$ cat config.mk
export PLATFORM = sky130hd
export DESIGN_NAME = mbit_eval
export DESIGN_NICKNAME = d
export VERILOG_FILES = /design/src/rtl/mbe_pkg.sv /design/src/rtl/mbe_control.sv /design/src/rtl/mbe_datapath.sv /design/src/rtl/mbit_eval.sv
export SDC_FILE = /design/constraint.sdc
export NUM_CORES = 1
export LEC_CHECK = 0
export BUFFER_PORTS_ARGS = -buffer_cell sky130_fd_sc_hd__buf_2
export CORE_ASPECT_RATIO = 0.9
export CORE_MARGIN = 2
export CORE_UTILIZATION = 50
export CTS_BUF_LIST = sky130_fd_sc_hd__clkbuf_8
export CTS_CLUSTER_SIZE = 8
export DETAILED_ROUTE_END_ITERATION = 8
export PLACE_DENSITY = 0.73
export SLEW_MARGIN = 20
export SYNTH_ARGS = -nofsm -noshare
export SYNTH_HDL_FRONTEND = slang
export SYNTH_SLANG_ARGS = --single-unit
$ cat constraint.sdc
create_clock -name clk -period 6.93 [get_ports clk]
set_input_delay 0.3465 -clock clk [delete_from_list [all_inputs] [get_ports clk]]
set_output_delay 0.3465 -clock clk [all_outputs]
set_load 0.05 [all_outputs]
$ cat src/rtl/mbe_pkg.sv
package mbe_pkg;

  typedef enum logic [1:0] {
    ST_IDLE  = 2'd0,
    ST_WAIT  = 2'd1,
    ST_ARMED = 2'd2,
    ST_DATA  = 2'd3
  } rxState_t;

  // strobes from the sequencer to the datapath
  typedef struct packed {
    logic clrFrame;
    logic takeBit;
    logic flush;
  } dpCtl_t;

endpackage

$ cat src/rtl/mbe_control.sv
module mbe_control
  import mbe_pkg::*;
#(
  parameter int WAIT_W = 8
) (
  input  logic              clk,
  input  logic              rstN,
  input  logic              txDone,
  input  logic [WAIT_W-1:0] waitBits,
  input  logic              bitStrobe,
  input  logic              bitOk,
  output dpCtl_t            ctl,
  output logic              rxActive
);

  rxState_t          state;
  logic [WAIT_W-1:0] waitCnt;

  assign rxActive = (state == ST_ARMED) || (state == ST_DATA);

  always_comb begin
    ctl = '0;
    if (txDone) begin
      ctl.clrFrame = 1'b1;
    end else if (bitStrobe) begin
      if (rxActive && bitOk)
        ctl.takeBit = 1'b1;
      else if (state == ST_DATA && !bitOk)
        ctl.flush = 1'b1;
    end
  end

  always_ff @(posedge clk) begin
    if (!rstN) begin
      state   <= ST_IDLE;
      waitCnt <= '0;
    end else if (txDone) begin
      waitCnt <= waitBits;
      state   <= (waitBits == '0) ? ST_ARMED : ST_WAIT;
    end else if (bitStrobe) begin
      unique case (state)
        ST_WAIT: begin
          waitCnt <= waitCnt - WAIT_W'(1);
          if (waitCnt == WAIT_W'(1)) state <= ST_ARMED;
        end
        ST_ARMED: if (bitOk)  state <= ST_DATA;
        ST_DATA:  if (!bitOk) state <= ST_IDLE;
        default:  state <= state;
      endcase
    end
  end

endmodule

$ cat src/rtl/mbe_datapath.sv
module mbe_datapath
  import mbe_pkg::*;
#(
  parameter int MAG_W  = 8,
  parameter int LVL_W  = 4,
  parameter int POS_W  = 10,
  parameter int BYTE_W = 8,
  localparam int CNT_W = $clog2(BYTE_W + 1)
) (
  input  logic              clk,
  input  logic              rstN,
  input  logic [MAG_W-1:0]  firstMag,
  input  logic [MAG_W-1:0]  secondMag,
  input  logic [MAG_W-1:0]  minLevel,
  input  logic [LVL_W-1:0]  collLevel,
  input  dpCtl_t            ctl,
  output logic              bitOk,
  output logic              byteValid,
  output logic [BYTE_W-1:0] byteData,
  output logic [CNT_W-1:0]  byteBits,
  output logic              byteColl,
  output logic              frameEnd,
  output logic              collSeen,
  output logic [POS_W-1:0]  collPos
);

  localparam int PROD_W = MAG_W + LVL_W;

  logic              firstWins;
  logic [MAG_W-1:0]  strongMag, weakMag;
  logic [PROD_W-1:0] pp [LVL_W];
  logic [PROD_W-1:0] prod;
  logic              bitColl, bitVal;

  logic [BYTE_W-1:0] shReg, nextSh;
  logic [CNT_W-1:0]  bitCnt;
  logic              collAcc;
  logic [POS_W-1:0]  frameIdx;

  // magnitude ordering of the two halves
  assign firstWins = firstMag > secondMag;
  assign strongMag = firstWins ? firstMag : secondMag;
  assign weakMag   = firstWins ? secondMag : firstMag;

  // strong * level by shift-and-add
  for (genvar g = 0; g < LVL_W; g++) begin : g_pp
    assign pp[g] = collLevel[g] ? (PROD_W'(strongMag) << g) : '0;
  end

  always_comb begin
    prod = '0;
    for (int i = 0; i < LVL_W; i++) prod = prod + pp[i];
  end

  // weak > floor(prod / 2^LVL_W)  <=>  weak * 2^LVL_W > prod
  assign bitOk   = strongMag > minLevel;
  assign bitColl = {weakMag, {LVL_W{1'b0}}} > prod;
  assign bitVal  = firstWins && !bitColl;
  assign nextSh  = {bitVal, shReg[BYTE_W-1:1]};

  always_ff @(posedge clk) begin
    if (!rstN) begin
      shReg     <= '0;
      bitCnt    <= '0;
      collAcc   <= 1'b0;
      frameIdx  <= '0;
      collSeen  <= 1'b0;
      collPos   <= '0;
      byteValid <= 1'b0;
      byteData  <= '0;
      byteBits  <= '0;
      byteColl  <= 1'b0;
      frameEnd  <= 1'b0;
    end else begin
      byteValid <= 1'b0;
      frameEnd  <= 1'b0;
      if (ctl.clrFrame) begin
        shReg    <= '0;
        bitCnt   <= '0;
        collAcc  <= 1'b0;
        frameIdx <= '0;
        collSeen <= 1'b0;
        collPos  <= '0;
      end else if (ctl.takeBit) begin
        if (bitColl && !collSeen) begin
          collSeen <= 1'b1;
          collPos  <= frameIdx;
        end
        if (frameIdx != '1) frameIdx <= frameIdx + POS_W'(1);
        if (bitCnt == CNT_W'(BYTE_W - 1)) begin
          byteValid <= 1'b1;
          byteData  <= nextSh;
          byteBits  <= CNT_W'(BYTE_W);
          byteColl  <= collAcc | bitColl;
          shReg     <= '0;
          bitCnt    <= '0;
          collAcc   <= 1'b0;
        end else begin
          shReg   <= nextSh;
          bitCnt  <= bitCnt + CNT_W'(1);
          collAcc <= collAcc | bitColl;
        end
      end else if (ctl.flush) begin
        frameEnd  <= 1'b1;
        byteValid <= bitCnt != '0;
        byteData  <= shReg >> (CNT_W'(BYTE_W) - bitCnt);
        byteBits  <= bitCnt;
        byteColl  <= collAcc;
        shReg     <= '0;
        bitCnt    <= '0;
        collAcc   <= 1'b0;
      end
    end
  end

endmodule

$ cat src/rtl/mbit_eval.sv
module mbit_eval
  import mbe_pkg::*;
#(
  parameter int MAG_W  = 8,
  parameter int LVL_W  = 4,
  parameter int WAIT_W = 8,
  parameter int POS_W  = 10,
  parameter int BYTE_W = 8,
  localparam int CNT_W = $clog2(BYTE_W + 1)
) (
  input  logic              clk,
  input  logic              rstN,
  input  logic              txDone,
  input  logic [WAIT_W-1:0] waitBits,
  input  logic [MAG_W-1:0]  minLevel,
  input  logic [LVL_W-1:0]  collLevel,
  input  logic              bitStrobe,
  input  logic [MAG_W-1:0]  firstMag,
  input  logic [MAG_W-1:0]  secondMag,
  output logic              rxActive,
  output logic              byteValid,
  output logic [BYTE_W-1:0] byteData,
  output logic [CNT_W-1:0]  byteBits,
  output logic              byteColl,
  output logic              frameEnd,
  output logic              collSeen,
  output logic [POS_W-1:0]  collPos
);

  dpCtl_t ctl;
  logic   bitOk;

  mbe_control #(.WAIT_W(WAIT_W)) u_ctrl (
    .clk(clk), .rstN(rstN), .txDone(txDone), .waitBits(waitBits),
    .bitStrobe(bitStrobe), .bitOk(bitOk), .ctl(ctl), .rxActive(rxActive)
  );

  mbe_datapath #(
    .MAG_W(MAG_W), .LVL_W(LVL_W), .POS_W(POS_W), .BYTE_W(BYTE_W)
  ) u_dp (
    .clk(clk), .rstN(rstN), .firstMag(firstMag), .secondMag(secondMag),
    .minLevel(minLevel), .collLevel(collLevel), .ctl(ctl), .bitOk(bitOk),
    .byteValid(byteValid), .byteData(byteData), .byteBits(byteBits),
    .byteColl(byteColl), .frameEnd(frameEnd), .collSeen(collSeen),
    .collPos(collPos)
  );

endmodule

### Yosys cells after proc, flatten, opt, wreduce, memory -nomap -nowiden

Cells that the tools add are included.

| storage, ports and cells | value |
|---|---|
| input bits | 40 |
| logic and storage cells | 102 |
| flip-flop bits (word level) | 59 |

| operators by class | value |
|---|---|
| mux-type cells | 44 |
| $lt $le $gt $ge | 3 |
| shift operators | 1 |
| eq/ne operators | 10 |
| bitwise operators | 3 |
| add/sub/neg operators | 7 |
| reduce and logical (&&, ||, !) cells | 21 |

Operators by type and width:

| cell | count |
|---|---|
| 2-to-1 mux 8 bit | 12 |
| adder 12 bit | 3 |
| 2-to-1 mux 4 bit | 6 |
| greater-than comparator 8 bit | 2 |
| 2-to-1 mux 2 bit | 8 |
| 2-to-1 mux 1 bit | 14 |
| greater-than comparator 12 bit | 1 |
| 2-to-1 mux 11 bit | 1 |
| adder 10 x 1 -> 10 bit, second input constant | 1 |
| 2-to-1 mux 10 bit | 1 |
| != test 10 bit, second input constant | 1 |
| 2-to-1 mux 9 bit | 1 |
| equality test 8 x 1 -> 1 bit, second input constant | 1 |
| logical NOT 8 bit | 1 |
| nonzero test 4 bit | 2 |
| >> shifter 8 x 4 -> 8 bit | 1 |
| subtractor 8 x 1 -> 8 bit, second input constant | 1 |
| != test 3 x 2 -> 1 bit, second input constant | 2 |
| one-hot mux 2 bit (3 select lines) | 1 |
| AND reduction 2 bit | 3 |
| nonzero test 2 bit | 3 |
| AND reduction 5 bit | 1 |
| adder 4 x 1 -> 4 bit, second input constant | 1 |
| equality test 2 bit, second input constant | 2 |
| 13 further kinds | 19 |

### Longest topological paths before layout

Gate-level depths: netlist of the first run.

| logic depth | value |
|---|---|
| depth after elaboration | 11 |
| depth in mapped cells | 31 |
| mapped depth without buffers | 29 |

### Modules after synthesis

Synthesis of the first run repeated with hierarchy kept, for this count alone.

| unflattened totals | value |
|---|---|
| cells, all modules | 553 |
| area, all modules | 4677.0 um2 |

Modules (own cells, without submodules):

| module | times used | area an instance (um2) | cells each |
|---|---|---|---|
| mbe_datapath | 1 | 4003.8 | 475 |
| mbe_control | 1 | 673.1 | 78 |

### Worst setup path after synthesis of the first run

Ideal clock, no wire load.

| timing | value |
|---|---|
| path type | input-to-reg |
| from | input secondMag[1] |
| to | register u_dp.shReg[7] |
| cell stages on the path | 28 |
| buffers on the path | 1 |
| path slack | 494 ps |
| library setup time | 70 ps |
| required time | 6860 ps |
| arrival time | 6366 ps |
| cells stage by stage | inv_1 > ha_1 > nor2b_1 > o211ai_1 > a21oi_1 > o21ai_1 > buf_2 > mux2_2 > and2_1 > fa_1 > fa_1 > ha_1 > inv_1 > fa_1 > inv_1 > a21oi_1 > o21ai_0 > a21o_1 > a21oi_1 > o21ai_0 > xnor2_1 > ha_1 > nand4_1 > or4_1 > o2bb2ai_1 > a211oi_1 > or4_1 > a21oi_1 |

| between the ends | value |
|---|---|
| longest elaborated chain between the ends | 11 |
| elaborated cells on any way between the ends | 25 |
| those cells by class | 3 x add/sub; 3 x order compare; 13 x mux; 6 x reduce/logical |

Ends and longest elaborated chain:

| what | RTL line | source |
|---|---|---|
| start: declaration | mbit_eval.sv:19 | `input logic [MAG_W-1:0] secondMag,` |
| greater-than comparator 8 bit | mbe_datapath.sv:41 | `assign firstWins = firstMag > secondMag;` |
| 2-to-1 mux 8 bit | mbe_datapath.sv:42 | `assign strongMag = firstWins ? firstMag : secondMag;` |
| 2-to-1 mux 8 bit or 2-to-1 mux 9 bit (tied branches) | mbe_datapath.sv:47 | `assign pp[g] = collLevel[g] ? (PROD_W'(strongMag) << g) : '0;` |
| adder 12 bit (3 in a row) | mbe_datapath.sv:52 | `for (int i = 0; i < LVL_W; i++) prod = prod + pp[i];` |
| greater-than comparator 12 bit | mbe_datapath.sv:57 | `assign bitColl = {weakMag, {LVL_W{1'b0}}} > prod;` |
| logical NOT 1 bit | mbe_datapath.sv:58 | `assign bitVal = firstWins && !bitColl;` |
| logical AND 1 bit | mbe_datapath.sv:58 |  |
| 2-to-1 mux 8 bit | mbe_datapath.sv:90 | `if (bitCnt == CNT_W'(BYTE_W - 1)) begin` |
| 2-to-1 mux 8 bit | mbe_datapath.sv:84 | `end else if (ctl.takeBit) begin` |
| end signal: assignment | mbe_datapath.sv:99 | `shReg <= nextSh;` |
| end: declaration | mbe_datapath.sv:35 | `logic [BYTE_W-1:0] shReg, nextSh;` |

Several ways; a longest one is shown, not always the timed one.
A chain may end at the register's enable or synchronous reset.

### Worst setup path in the final report of the first run

| timing | value |
|---|---|
| from | input firstMag[1] |
| to | register u_dp.shReg[7] |

| between the ends | value |
|---|---|
| longest elaborated chain between the ends | 11 |
| elaborated cells on any way between the ends | 25 |
| those cells by class | 3 x add/sub; 3 x order compare; 13 x mux; 6 x reduce/logical |

Ends and longest elaborated chain:

| what | RTL line | source |
|---|---|---|
| start: declaration | mbit_eval.sv:18 | `input logic [MAG_W-1:0] firstMag,` |
| greater-than comparator 8 bit | mbe_datapath.sv:41 |  |
| 2-to-1 mux 8 bit | mbe_datapath.sv:42 |  |
| 2-to-1 mux 8 bit or 2-to-1 mux 9 bit (tied branches) | mbe_datapath.sv:47 |  |
| adder 12 bit (3 in a row) | mbe_datapath.sv:52 |  |
| greater-than comparator 12 bit | mbe_datapath.sv:57 |  |
| logical NOT 1 bit | mbe_datapath.sv:58 |  |
| logical AND 1 bit | mbe_datapath.sv:58 |  |
| 2-to-1 mux 8 bit | mbe_datapath.sv:90 |  |
| 2-to-1 mux 8 bit | mbe_datapath.sv:84 |  |

Several ways; a longest one is shown, not always the timed one.

==> flow_summary_export.csv, run 1 <==
group,metric,value,unit
pwr,p_leak,0.00230,µW
die,initial_core_util,51.2,%
global_routing,overflow,0,
clocking,holdBufCountCts,0,
logic_synthesis,synth_seq_area_share,25.5,%
timing,rsz0062_at_grt,"no",
clocking,h-tree-depth,3,
worst_setup_path,crit_family,"compound AO/OA/AOI/OAI gates",
final_layout,regArea,0.00118,mm²
placed_design,hpwlAfterDp,8.22,mm
drt,antenna_violating_nets_post_route,0,
global_routing,grt_max_degree,28,
final_layout,syn_to_final_growth,13.0,%
timing,slew_violations,0,
placed_design,finalWeightedCongestion,0.877,
logic_synthesis,yosys_warnings,0,
clocking,clk_path_buf_depth,2,
logic_synthesis,yosys.area.top_type,"dfxtp_1",
worst_setup_path,worstPathMaxFanout,17,
timing,hold_viol,0,
timing,layout_min_cycle_time,6.56,ns
pwr,vdd.ir_drop.worst,0.0000960,V
logic_synthesis,synth.distinct_cells,62,
logic_synthesis,synth_area_leaders,"dfxtp_1 (26%), ha_1 (12%), fa_1 (5.6%)",
worst_setup_path,slowest_stage,"or4_1",
global_routing,gr-usage-all-layers,22.1,%
final_layout,n_antenna_cell,0,
die,die_area,0.0100,mm²
logic_synthesis,syn_avg_cell_area,8.03,µm²
clocking,numCtsBuffers,9,
min_path,min_from,"waitBits[0]",
worst_setup_path,cp_num_buf_inv,4,
global_routing,grt_pass1_wl,18.1,mm
worst_setup_path,worst_setup_path_start_kind,"input pin",
clocking,cts_tree,"built",
worst_setup_path,path_class,"in -> reg",
die,row_count,33,
timing,skew,0.00986,ns
status,status,"finished clean",
worst_setup_path,reg2reg_from,"u_ctrl.state[1]$_SDFFE_PN0P_",
drt,drt_iter0_drc,209,
die,core_area,0.00904,mm²
logic_synthesis,synth_seq_cells,59,
clocking,cts_setup_buffers,0,
worst_setup_path,crit_required,7.18,ns
worst_setup_path,endpoint_kind,"register",
timing,worstMarginPinSlew,0.916,ns
timing,max_slew_margin,38.9,%
timing,period_share,94.7,%
drt,routed_wl,10.6,mm
drt,vias,4166,
placed_design,post-place-ws,-0.00198,ns
final_layout,finalNonFillerCells,759,
die,die_w,105,µm
logic_synthesis,synth_top_area_share,25.5,%
placed_design,dp_cells,744,
drt,viasPerCell,5.49,
final_layout,drive_gt1_share,17.3,%
final_layout,nNetsFinal,729,
logic_synthesis,synth_async_sr_flop_share,0,%
worst_setup_path,crit_path_frequent_cell,"a21oi_1",
die,die_h,95.3,µm
min_path,min_path_type,"in -> reg",
logic_synthesis,syn_inst,576,
timing,layout_setup_ws,0.370,ns
worst_setup_path,critPathLaunch,"firstMag[1]",
logic_synthesis,synth_ff_type,"dfxtp_1",
clocking,clock_sinks,59,
placed_design,numPortBuffers,66,
die,ios,67,
logic_synthesis,synth_nets,672,
drt,drt-pass1-iter-count,4,
timing,setup_viol,0,
pwr,p_per_area,192,mW/mm²
run,maxCapViolations,0,
clocking,root_buffer,"clkbuf_8",
timing,hold_ws,0.257,ns
global_routing,first_global_vias,3998,
worst_setup_path,cp_slowest_stage_delay,0.56,ns
logic_synthesis,synth_edf_count,0,
global_routing,antenna_found_initial,0,
final_layout,multi_input_area,0.00312,mm²
clocking,clk_pin_slew,0.07,ns
timing,clock.fmax,152,MHz
logic_synthesis,syn-cell-area,0.00463,mm²
drt,drc,0,
worst_setup_path,critical_path_arrival,6.81,ns
final_layout,nFillCells,845,
clocking,clock_latency,0.34,ns
drt,wl_per_cell,13.9,µm
-- per-layer routing --
metal	vias to the layer above	routed length, µm	track usage (%)
li1	2114	-	-
met4	0	138	6.00
met5	-	0	0
met2	95	5210	39.9
met1	1940	4740	27.3
met3	17	498	4.10
-- power by group --
group	switching (µW)	leakage [µW]	internal, µW	total (µW)
Combinational	173	0.00172	132	306
Sequential	4.40	0.000477	343	347
Clock	141	0.000108	209	350
-- through the flow --
stage	instance area [µm²]	TNS, ns	util [%]	total power (µW)
after floorplan	4630	0	-	587
after global placement	5010	0	55.4	646
after detailed placement	5010	-0.00198	55.4	662
after CTS	5220	0	57.8	1010
after global routing	5230	0	57.8	1070
final	5230	0	57.8	1000
-- state kept, by name (all words and copies together), names as in the netlist --
register        flops
u_dp.bitCnt         4
u_dp.frameEnd       1
u_dp.collSeen       1
u_ctrl.waitCnt      8
u_ctrl.state        2
u_dp.byteColl       1
u_dp.shReg          8
u_dp.frameIdx      10
u_dp.collPos       10
u_dp.byteData       8
u_dp.byteValid      1
u_dp.collAcc        1
u_dp.byteBits       4
-- timing repair --
item	in CTS	in global routing
gates resized for setup	0	1
endpoints found under the setup margin	0	6
hold endpoints to repair	0	0
-- cell type report --
cell class | instances | share of cell area, %
Sequential cell | 59 | 22.6
Inverter | 52 | 3.73
Tap cell | 122 | 2.92
Clock inverter | 5 | 1.48
Clock buffer | 10 | 2.63
Multi-Input combinational cell | 441 | 59.7
Timing Repair Buffer | 70 | 6.89
-- cells by family (layout without fill, tap and decap cells) --
| family | count (synthesis) | after routing | share of synthesized area, % |
|---|---|---|---|
| multiplexers | 27 | 27 | 6.84 |
| AND/OR/NAND/NOR | 227 | 227 | 24.1 |
| XOR/XNOR | 20 | 20 | 3.79 |
| adder cells (fa/ha/maj) | 56 | 56 | 17.3 |
| AO/OA/AOI/OAI | 111 | 111 | 15.4 |
| buffers and inverters | 76 | 137 | 7.06 |
| flip-flops | 59 | 59 | 25.5 |
-- cells in the mapped netlist (all sizes together), types with 8 or more instances --
cell     n
mux2i   17
buf     13
fa      13
nand3   32
o21ai   28
dfxtp   59
xnor2   13
nor2    40
nor3    17
a21oi   47
inv     51
ha      43
a211oi   9
nand2   70
nor2b    8
clkbuf  11
and2    23
-- layout by cell type (no fill, tap or decap), types with 2 or more instances in the layout --
master and instances:
a31oi_1 2, xnor2_1 13, and3_1 4, dfxtp_1 59
nor4_1 7, mux4_2 3, o32ai_1 2, clkinv_2 2
mux2_2 7, inv_1 51, nand4_1 4, xor2_1 7
buf_4 4, and4_1 2, nor2_1 39, o31ai_1 2
bufinv_16 2, or2_2 2, mux2i_1 16, a21o_1 3
a311oi_2 3, a21oi_1 47, fa_1 13, a211oi_1 7
nor3_1 17, nand2_1 69, and2_1 23, o211ai_1 4
nand2b_1 4, ha_1 43, nand3_1 32, o21ai_0 26
clkbuf_8 10, nor2b_1 8, or3_1 3, or2_1 2
buf_2 66, or4_1 3
-- path summary, 6_finish.rpt --
path                               endpoint  slack [ns]  cells after the start
max              u_dp.shReg[7]$_SDFFE_PP0P_        0.37                     27
max reg2reg   u_dp.byteData[5]$_SDFFE_PN0P_        4.13                      7
min          u_ctrl.waitCnt[0]$_SDFFE_PN0P_        0.26                      3
min reg2reg    u_dp.collPos[8]$_SDFFE_PP0P_        0.46                      2
-- tightest hold or removal path, cell delays in order --
cell and delay (ns):
buf_2 0.10, nand2_1 0.06, a21oi_1 0.05
No activity file was read; power rests on OpenSTA's default activity.
==> run 2, diff against run 1 <==
--- a/config.mk
+++ b/config.mk
@@ -5,6 +5,7 @@
 export SDC_FILE = /design/constraint.sdc
 export NUM_CORES = 1
 export LEC_CHECK = 0
+export ABC_AREA = 1
 export BUFFER_PORTS_ARGS = -buffer_cell sky130_fd_sc_hd__buf_2
 export CORE_ASPECT_RATIO = 0.9
 export CORE_MARGIN = 2
@@ -13,7 +14,7 @@
 export CTS_CLUSTER_SIZE = 8
 export DETAILED_ROUTE_END_ITERATION = 8
 export PLACE_DENSITY = 0.73
-export SLEW_MARGIN = 20
+export SLEW_MARGIN = 5
 export SYNTH_ARGS = -nofsm -noshare
 export SYNTH_HDL_FRONTEND = slang
 export SYNTH_SLANG_ARGS = --single-unit
==> run 2 against run 1 <==
Effect of this change: core utilization rose by 0.15 points; critical endpoint is now u_dp.collPos[9]$_SDFFE_PP0P_; largest cell class unchanged; largest power group is now combinational logic; critical path type unchanged; global-route usage rose by 0.053 points; hold slack improved by 0.040 ns.
==> flow_summary_export.csv, run 2 <==
group,metric,value,unit
logic_synthesis,synth_top_area_share,25.0,%
final_layout,n_antenna_cell,0,
die,ios,67,
pwr,p_leak,0.00264,µW
logic_synthesis,synth_nets,792,
worst_setup_path,critical_path_arrival,6.42,ns
clocking,cts_resized,0,
timing,rsz0062_at_grt,"no",
final_layout,regArea,0.00118,mm²
timing,setup_viol,0,
logic_synthesis,yosys_warnings,0,
placed_design,place_area,0.00509,mm²
clocking,cts_tree,"built",
placed_design,hpwlAfterDp,8.46,mm
timing,clock.fmax,161,MHz
final_layout,drive_gt1_share,14.9,%
logic_synthesis,synth_async_sr_flop_share,0,%
worst_setup_path,crit_required,7.15,ns
die,row_count,33,
placed_design,numPortBuffers,66,
pwr,vdd.ir_drop.worst,0.0000869,V
worst_setup_path,critPathLaunch,"secondMag[3]",
clocking,root_buffer,"clkbuf_8",
timing,skew,0.00745,ns
clocking,cts_setup_buffers,0,
drt,drc,0,
status,status,"finished clean",
worst_setup_path,slowest_stage,"fa_1",
die,initial_core_util,51.7,%
final_layout,top_regs,"u_dp.collPos x10, u_dp.frameIdx x10",
drt,viasPerCell,5.12,
final_layout,syn_to_final_growth,12.1,%
final_layout,layout_commonest_cell,"nand2_1",
logic_synthesis,synth.distinct_cells,47,
logic_synthesis,syn-cell-area,0.00472,mm²
timing,worstMarginPinSlew,1.16,ns
worst_setup_path,endpoint_kind,"register",
final_layout,finish.instance_area,0.00529,mm²
global_routing,grt_max_degree,23,
global_routing,gr-usage-all-layers,22.2,%
drt,drt-pass1-iter-count,4,
clocking,clk_path_buf_depth,2,
die,die_h,96.2,µm
logic_synthesis,yosys.area.top_type,"dfxtp_1",
logic_synthesis,synth_edf_count,0,
worst_setup_path,worstPathMaxFanout,20,
die,core_area,0.00913,mm²
placed_design,finalWeightedCongestion,0.872,
final_layout,multi_input_area,0.00297,mm²
timing,slew_violations,0,
timing,setup_tns,0,ns
global_routing,antenna_found_initial,0,
logic_synthesis,synth_area_leaders,"dfxtp_1 (25%), ha_1 (11%), nand2_1 (10%)",
clocking,clock_latency,0.33,ns
logic_synthesis,synth_seq_area_share,25.0,%
run,maxCapViolations,0,
logic_synthesis,syn_avg_cell_area,6.78,µm²
timing,hold_viol,0,
worst_setup_path,worst_setup_path_start_kind,"input pin",
logic_synthesis,syn_inst,696,
global_routing,overflow,0,
clocking,clock_sinks,59,
timing,period_share,89.4,%
final_layout,mostFrequentLayoutCells,"nand2_1 (127), inv_1 (113), nor2_1 (97), buf_2 (66), dfxtp_1 (59)",
worst_setup_path,reg2reg_from,"u_dp.bitCnt[0]$_SDFFE_PP0P_",
global_routing,grt_pass1_wl,18.5,mm
drt,antenna_violating_nets_post_route,0,
clocking,numCtsBuffers,9,
drt,routed_wl,10.5,mm
pwr,p_per_area,198,mW/mm²
global_routing,first_global_vias,4254,
drt,vias,4501,
logic_synthesis,synth_common_cells,"nand2_1 (127), inv_1 (113), nor2_1 (97)",
drt,drt_iter0_drc,233,
drt,wl_per_cell,12.0,µm
clocking,h-tree-depth,3,
worst_setup_path,path_class,"in -> reg",
logic_synthesis,synth_ff_type,"dfxtp_1",
die,die_w,106,µm
timing,max_slew_margin,22.2,%
clocking,holdBufCountCts,0,
worst_setup_path,cp_slowest_stage_delay,0.56,ns
clocking,clk_pin_slew,0.06,ns
min_path,min_path_type,"in -> reg",
final_layout,nFillCells,888,
logic_synthesis,post-synth-top-count-cell,"nand2_1",
logic_synthesis,synth_seq_cells,59,
timing,layout_min_cycle_time,6.20,ns
min_path,min_from,"waitBits[2]",
worst_setup_path,crit_path_frequent_cell,"nand2_1",
final_layout,nNetsFinal,850,
die,die_area,0.0102,mm²
run 2: cell count changes after synthesis, sizes merged, moves of 5 or more:
cell,delta
a211oi,-6
and2,-23
and3,-5
inv,+68
mux2,-7
mux2i,-17
nand2,+70
nor2,+62
nor2b,-8
o21ai,+18
xnor2,-9
run 2: path summary, 6_finish.rpt:
check / slack, ns / depth (start not counted) / to
setup / recovery: 0.73 / 33 / u_dp.collPos[9]$_SDFFE_PP0P_
hold / removal: 0.30 / 3 / u_ctrl.waitCnt[2]$_SDFFE_PN0P_
setup reg to reg: 4.59 / 9 / u_dp.byteData[0]$_SDFFE_PN0P_
hold reg to reg: 0.47 / 2 / u_ctrl.waitCnt[7]$_SDFFE_PN0P_
run 2: stage by stage:
stage	power [µW]	worst slack, ns	hold slack [ns]	util, %	std cells
after floorplan	650	1.49	0.439	-	696
after global placement	722	0.655	0.451	55.8	865
after detailed placement	736	0.410	0.459	55.8	865
after CTS	1060	0.734	0.284	58.0	879
after global routing	1140	0.220	0.318	58.0	879
final	1050	0.732	0.297	58.0	879
run 2: critical path: cells and delay by family:
kind / cells / cell delay, ns
buf+inv: 5 / 0.46
simple gates: 15 / 1.78
xor+xnor: 1 / 0.14
compound gates: 6 / 1.54
fa+ha+maj: 6 / 2.17
run 2: cell type report:
class / count / area share, %
clock buffers: 12 / 3.12
clock inverters: 2 / 0.662
inverters: 120 / 8.54
multi-input cells: 497 / 56.1
flip-flops and latches: 59 / 22.3
well taps: 122 / 2.89
repair buffers: 67 / 6.39
run 2: cells by family (layout without fill, tap and decap cells):
family	after synthesis	after routing	synth area share, %
flops	59	59	25.0
fa+ha+maj	56	56	16.9
xor+xnor	13	13	2.41
compound gates	124	124	14.7
buf+inv	140	201	12.1
simple gates	304	304	28.8
run 2: power breakdown:
part	switching [µW]	internal, µW	leakage, µW	total [µW]
Clock	129	191	0.000104	320
Combinational	236	139	0.00206	376
Sequential	6.18	348	0.000478	354
run 2: layer usage:
layer	global-route usage [%]	vias to the layer above	share of wire, %
li1	-	2340	-
met1	27.4	2036	45
met2	40.2	117	48
met3	4.60	8	5.7
met4	4.98	0	0.97
met5	0	-	0
